### src/rtl/flash_eow_pkg.sv
package flash_eow_pkg;

  localparam int unsigned COMP_BIT  = 7;  // data-complement status bit
  localparam int unsigned TOGL_BIT  = 6;  // toggle status bit
  localparam int unsigned EXTRA_RDS = 2;  // confirming reads after first good one

  typedef enum logic [2:0] {
    ST_IDLE   = 3'd0,
    ST_REQ    = 3'd1,
    ST_EVAL   = 3'd2,
    ST_SETTLE = 3'd3,
    ST_FREQ   = 3'd4
  } poll_state_e;

  typedef enum logic {
    MTH_COMPARE = 1'b0,
    MTH_TOGGLE  = 1'b1
  } poll_method_e;

endpackage

### src/rtl/eow_cycle_timer.sv
module eow_cycle_timer #(
  parameter int unsigned LIMIT = 16
) (
  input  logic clk,
  input  logic rst,
  input  logic clear,
  input  logic en,
  output logic at_last
);
  localparam int unsigned CW = (LIMIT < 2) ? 1 : $clog2(LIMIT);

  logic [CW-1:0] cnt_q;

  assign at_last = (cnt_q == CW'(LIMIT - 1));

  always_ff @(posedge clk) begin
    if (rst || clear) begin
      cnt_q <= '0;
    end else if (en && !at_last) begin
      cnt_q <= cnt_q + 1'b1;
    end
  end
endmodule

### src/rtl/eow_status_judge.sv
module eow_status_judge
  import flash_eow_pkg::*;
#(
  parameter int unsigned DW = 16
) (
  input  logic          method_tgl,
  input  logic          op_erase,
  input  logic          exp_b7,
  input  logic [DW-1:0] rdata,
  input  logic          prev_b6,
  input  logic          have_prev,
  output logic          good
);
  logic cmp_good;
  logic tgl_good;

  always_comb begin
    if (op_erase) cmp_good = rdata[COMP_BIT];
    else          cmp_good = (rdata[COMP_BIT] == exp_b7);
    tgl_good = have_prev && (rdata[TOGL_BIT] == prev_b6);
    good     = method_tgl ? tgl_good : cmp_good;
  end
endmodule

### src/rtl/flash_eow_poller.sv
module flash_eow_poller
  import flash_eow_pkg::*;
#(
  parameter int unsigned DW          = 16,
  parameter int unsigned AW          = 20,
  parameter int unsigned SETTLE_CYC  = 64,
  parameter int unsigned TIMEOUT_CYC = 200000
) (
  input  logic          clk,
  input  logic          rst,
  input  logic          start_i,
  input  logic          op_erase_i,
  input  logic          method_i,
  input  logic [AW-1:0] addr_i,
  input  logic [DW-1:0] exp_data_i,
  output logic          rd_req_o,
  output logic [AW-1:0] rd_addr_o,
  input  logic          rd_ack_i,
  input  logic [DW-1:0] rd_data_i,
  output logic          busy_o,
  output logic          done_o,
  output logic          timeout_o,
  output logic [DW-1:0] final_data_o
);
  localparam int unsigned CFW = $clog2(EXTRA_RDS + 1);

  poll_state_e    state_q;
  logic           erase_q;
  logic           tgl_q;
  logic           exp7_q;
  logic [AW-1:0]  addr_q;
  logic [DW-1:0]  rdata_q;
  logic           prev6_q;
  logic           have_q;
  logic [CFW-1:0] conf_q;
  logic           done_q;
  logic           tmo_q;
  logic [DW-1:0]  final_q;

  logic polling;
  logic tmo_last;
  logic set_last;
  logic good;

  assign polling = (state_q == ST_REQ) || (state_q == ST_EVAL);

  eow_cycle_timer #(.LIMIT(TIMEOUT_CYC)) u_tmo_tmr (
    .clk    (clk),
    .rst    (rst),
    .clear  (state_q == ST_IDLE),
    .en     (polling),
    .at_last(tmo_last)
  );

  eow_cycle_timer #(.LIMIT(SETTLE_CYC)) u_set_tmr (
    .clk    (clk),
    .rst    (rst),
    .clear  (state_q != ST_SETTLE),
    .en     (state_q == ST_SETTLE),
    .at_last(set_last)
  );

  eow_status_judge #(.DW(DW)) u_judge (
    .method_tgl(tgl_q),
    .op_erase  (erase_q),
    .exp_b7    (exp7_q),
    .rdata     (rdata_q),
    .prev_b6   (prev6_q),
    .have_prev (have_q),
    .good      (good)
  );

  always_ff @(posedge clk) begin
    if (rst) begin
      state_q <= ST_IDLE;
      erase_q <= 1'b0;
      tgl_q   <= 1'b0;
      exp7_q  <= 1'b0;
      addr_q  <= '0;
      rdata_q <= '0;
      prev6_q <= 1'b0;
      have_q  <= 1'b0;
      conf_q  <= '0;
      done_q  <= 1'b0;
      tmo_q   <= 1'b0;
      final_q <= '0;
    end else begin
      done_q <= 1'b0;
      tmo_q  <= 1'b0;
      unique case (state_q)
        ST_IDLE: begin
          if (start_i) begin
            erase_q <= op_erase_i;
            tgl_q   <= method_i;
            exp7_q  <= exp_data_i[COMP_BIT];
            addr_q  <= addr_i;
            have_q  <= 1'b0;
            conf_q  <= '0;
            state_q <= ST_REQ;
          end
        end
        ST_REQ: begin
          if (tmo_last) begin
            tmo_q   <= 1'b1;
            state_q <= ST_IDLE;
          end else if (rd_ack_i) begin
            rdata_q <= rd_data_i;
            state_q <= ST_EVAL;
          end
        end
        ST_EVAL: begin
          if (tmo_last) begin
            tmo_q   <= 1'b1;
            state_q <= ST_IDLE;
          end else begin
            prev6_q <= rdata_q[TOGL_BIT];
            have_q  <= 1'b1;
            if (good && (conf_q == CFW'(EXTRA_RDS))) begin
              state_q <= ST_SETTLE;
            end else begin
              conf_q  <= good ? conf_q + 1'b1 : '0;
              state_q <= ST_REQ;
            end
          end
        end
        ST_SETTLE: begin
          if (set_last) state_q <= ST_FREQ;
        end
        ST_FREQ: begin
          if (rd_ack_i) begin
            final_q <= rd_data_i;
            done_q  <= 1'b1;
            state_q <= ST_IDLE;
          end
        end
        default: state_q <= ST_IDLE;
      endcase
    end
  end

  assign rd_req_o     = (state_q == ST_REQ) || (state_q == ST_FREQ);
  assign rd_addr_o    = addr_q;
  assign busy_o       = (state_q != ST_IDLE);
  assign done_o       = done_q;
  assign timeout_o    = tmo_q;
  assign final_data_o = final_q;
endmodule

### config.mk
export PLATFORM = sky130hd
export DESIGN_NAME = flash_eow_poller
export DESIGN_NICKNAME = d
export VERILOG_FILES = /design/src/rtl/flash_eow_pkg.sv /design/src/rtl/eow_cycle_timer.sv /design/src/rtl/eow_status_judge.sv /design/src/rtl/flash_eow_poller.sv
export SDC_FILE = /design/constraint.sdc
export NUM_CORES = 1
export LEC_CHECK = 0
export BUFFER_PORTS_ARGS = -buffer_cell sky130_fd_sc_hd__buf_2
export CORE_UTILIZATION = 30
export CTS_CLUSTER_DIAMETER = 200
export DETAILED_ROUTE_END_ITERATION = 16
export HOLD_SLACK_MARGIN = 0.06
export SETUP_SLACK_MARGIN = 0.1
export SLEW_MARGIN = 20
export SYNTH_ARGS = -nofsm -noshare
export SYNTH_HDL_FRONTEND = slang
export SYNTH_SLANG_ARGS = --single-unit
export TNS_END_PERCENT = 50
### constraint.sdc
create_clock -name clk -period 4 [get_ports clk]
set_clock_uncertainty 0.15 [all_clocks]
set_input_delay 0.8 -clock clk [delete_from_list [all_inputs] [get_ports clk]]
set_output_delay 0.8 -clock clk [all_outputs]
set_load 0.02 [all_outputs]
==> results.yml <==
floorplan:
  start_util_pct: 31.3
  die_x_um: 103
  io-pin-count: 98
  design.die.area_um2: 10700
  die_h_um: 103
  core.rowCount: 36
  core_region_area_um2: 9860
setup_path:
  crit_required_ns: 3.05
  cp.arrival_ns: 1.50
  crit_chain: "xnor2_1 > nor2_1 > buf_2"
  path_max_fanout: 15
  r2r_start: "state_q[2]"
  slowest_stage: "dfxtp_1"
  slowest_delay_ns: 0.67
  start_kind: "flop"
  end_kind: "output pin"
  worstSetupPathType: "flop to output pin"
  cp-startpoint: "state_q[2]"
global_route:
  grt_pass1_wl_mm: 11.4
  antenna_found_initial: 0
  gr-total-overflow: 0
  grt_pass1_vias: 2475
  grt.total_usage_pct: 13.8
  grt_max_degree: 51
yosys:
  syn_nets: 438
  syn_inst: 377
  ys_seq_area_share_pct: 48.0
  synth_edf_count: 0
  synth_seq_cells: 74
  synth_area_um2: 3090
  avgSynthCellArea_um2: 8.18
  synthArstFlopShare_pct: 0
  yosysWarnings: 0
  synth.distinct_cells: 46
  ys.flop_type: "dfxtp_1"
timing:
  maxSlewHeadroom_pct: 42.3
  fin_crit_ns: 2.45
  setup_viol: 0
  hold_viol: 0
  tns_ns: 0
  min_period_over_period_pct: 61.2
  fmax_mhz: 408
  tightest_slew_ns: 0.864
  drv_slew: 0
  rsz0062_at_grt: "no"
cells_and_area:
  final_common_cell: "nand2_1"
  multiInputGateArea_um2: 1490
  syn2layout_area_growth_pct: 22.4
  nNetsFinal: 512
  drive_above_1_share_pct: 23.9
  nFillCells: 1032
  n_antenna_cell: 0
  regArea_um2: 1480
  layout_common_cells: "97 x nand2_1, 82 x buf_2, 74 x dfxtp_1, 42 x a21oi_1, 36 x nor2_1"
  post-route-util_pct: 38.3
  layout.cells.non_filler: 589
routing:
  top_layer_used: "met4"
  ant_nets: 0
  vias: 2715
  m1WireLength_mm: 3.45
  post_drt_wl_per_cell_um: 11.6
  drt-vias-per-instance: 4.61
  first_iter_violations: 133
  wl_met3_um: 387
  met2_length_mm: 2.88
  dr.pass1.iters: 4
  drt-total-wl_mm: 6.81
  drc: 0
placed_design:
  port_buffers: 82
  dp_hpwl_mm: 4.76
  placed_cells_incl_taps: 573
  gp_congestion: 0.788
pwr:
  pwr_density_cell_nw_per_um2: 390
  p_leak_nw: 1.53
  ir_drop_mv: 0.184
  fin_total_pwr_w: 0.00147
clock_network:
  clk_latency_ns: 0.35
  clock_sinks: 74
  clkTransAtPathRegs_ns: 0.08
  cts_root_buf: "clkbuf_8"
  cts_inserted_buffers: 9
  cts_max_path_buffers: 2
  cts.repair.resized: 0
  cts.htree.levels: 3
  postCtsSetupBuffers: 0
  holdBufCountCts: 0
  cts_tree: "built"
worst_hold_path:
  min-delay-start: "exp7_q"
  hold_path_class: "flop to flop"
run:
  max_cap_violations: 0
status:
  outcome: "finished, final reports clean"
worst max-delay path: cells and delay by family (launching register included):
kind	cells	cell delay, ns
xor+xnor	1	0.13
flops	1	0.67
buf+inv	1	0.19
simple gates	1	0.16
registers in the layout (all words and copies together), names as in the netlist, 2 cells and up:
signal,count
rd_addr_o,20
u_tmo_tmr.cnt_q,18
final_data_o,16
u_set_tmr.cnt_q,6
state_q,3
conf_q,2
rdata_q,2
cells in the mapped netlist, types with 3 or more instances:
cell type / instances / area share (%)
inv_1: 4 / 0.49
a21oi_1: 42 / 6.8
ha_1: 3 / 1.2
clkbuf_1: 13 / 1.6
mux2i_1: 4 / 1.3
xor2_1: 19 / 5.4
o21ai_1: 3 / 0.49
nor2_1: 36 / 4.4
xnor2_1: 4 / 1.1
nand2_1: 97 / 12
buf_2: 4 / 0.65
nand3_1: 12 / 1.9
o21ai_0: 5 / 0.81
dfxtp_1: 74 / 48
nand4_1: 5 / 1.0
nor4_1: 3 / 0.61
o211ai_1: 4 / 0.97
nor3_1: 4 / 0.65
and3_1: 5 / 1.0
cell families after synthesis:
family	Yosys count	share of synthesized area (%)
buffers and inverters	24	3.57
multiplexers	4	1.30
XOR/XNOR	24	7.06
AND/OR/NAND/NOR	185	27.5
AO/OA/AOI/OAI	63	11.3
adder cells (fa/ha/maj)	3	1.22
flip-flops	74	48.0
final timing paths:
path	to	slack [ns]	cells past startpoint
worst min-delay path	exp7_q	0.31	2
worst min register to register	exp7_q	0.31	2
worst max register to register	conf_q[0]	1.82	5
worst max-delay path	rd_req_o	1.55	3
stage by stage:
step	hold slack [ns]	setup slack [ns]	cell area [um2]
4_1_cts	0.309	1.51	3780
6_report	0.306	1.55	3780
3_5_place_dp	0.296	1.75	3570
3_3_place_gp	0.290	1.76	3570
2_1_floorplan	0.274	2.04	3090
5_1_grt	0.325	1.39	3780
where the power goes:
group / switching, W / internal [W] / total [W]
Clock: 0.000277 / 0.000307 / 0.000585
Combinational: 0.0000763 / 0.0000453 / 0.000122
Sequential: 0.0000117 / 0.000753 / 0.000765
Total: 0.000365 / 0.00111 / 0.00147
final cells by class:
cell class | count | area share [%]
sequential | 74 | 39.2
clock buffer | 11 | 3.74
clock inverter | 5 | 1.62
timing repair buffer | 83 | 11.1
multi-input combinational | 279 | 39.5
tap | 133 | 4.41
inverter | 4 | 0.397
per-layer routing:
layer / up-vias / GRT usage [%]
li1: 1418 / -
met1: 1219 / 18.4
met2: 70 / 20.1
met3: 8 / 3.16
met4: 0 / 8.45
met5: - / 0
No activity file was read; power rests on OpenSTA's default activity.
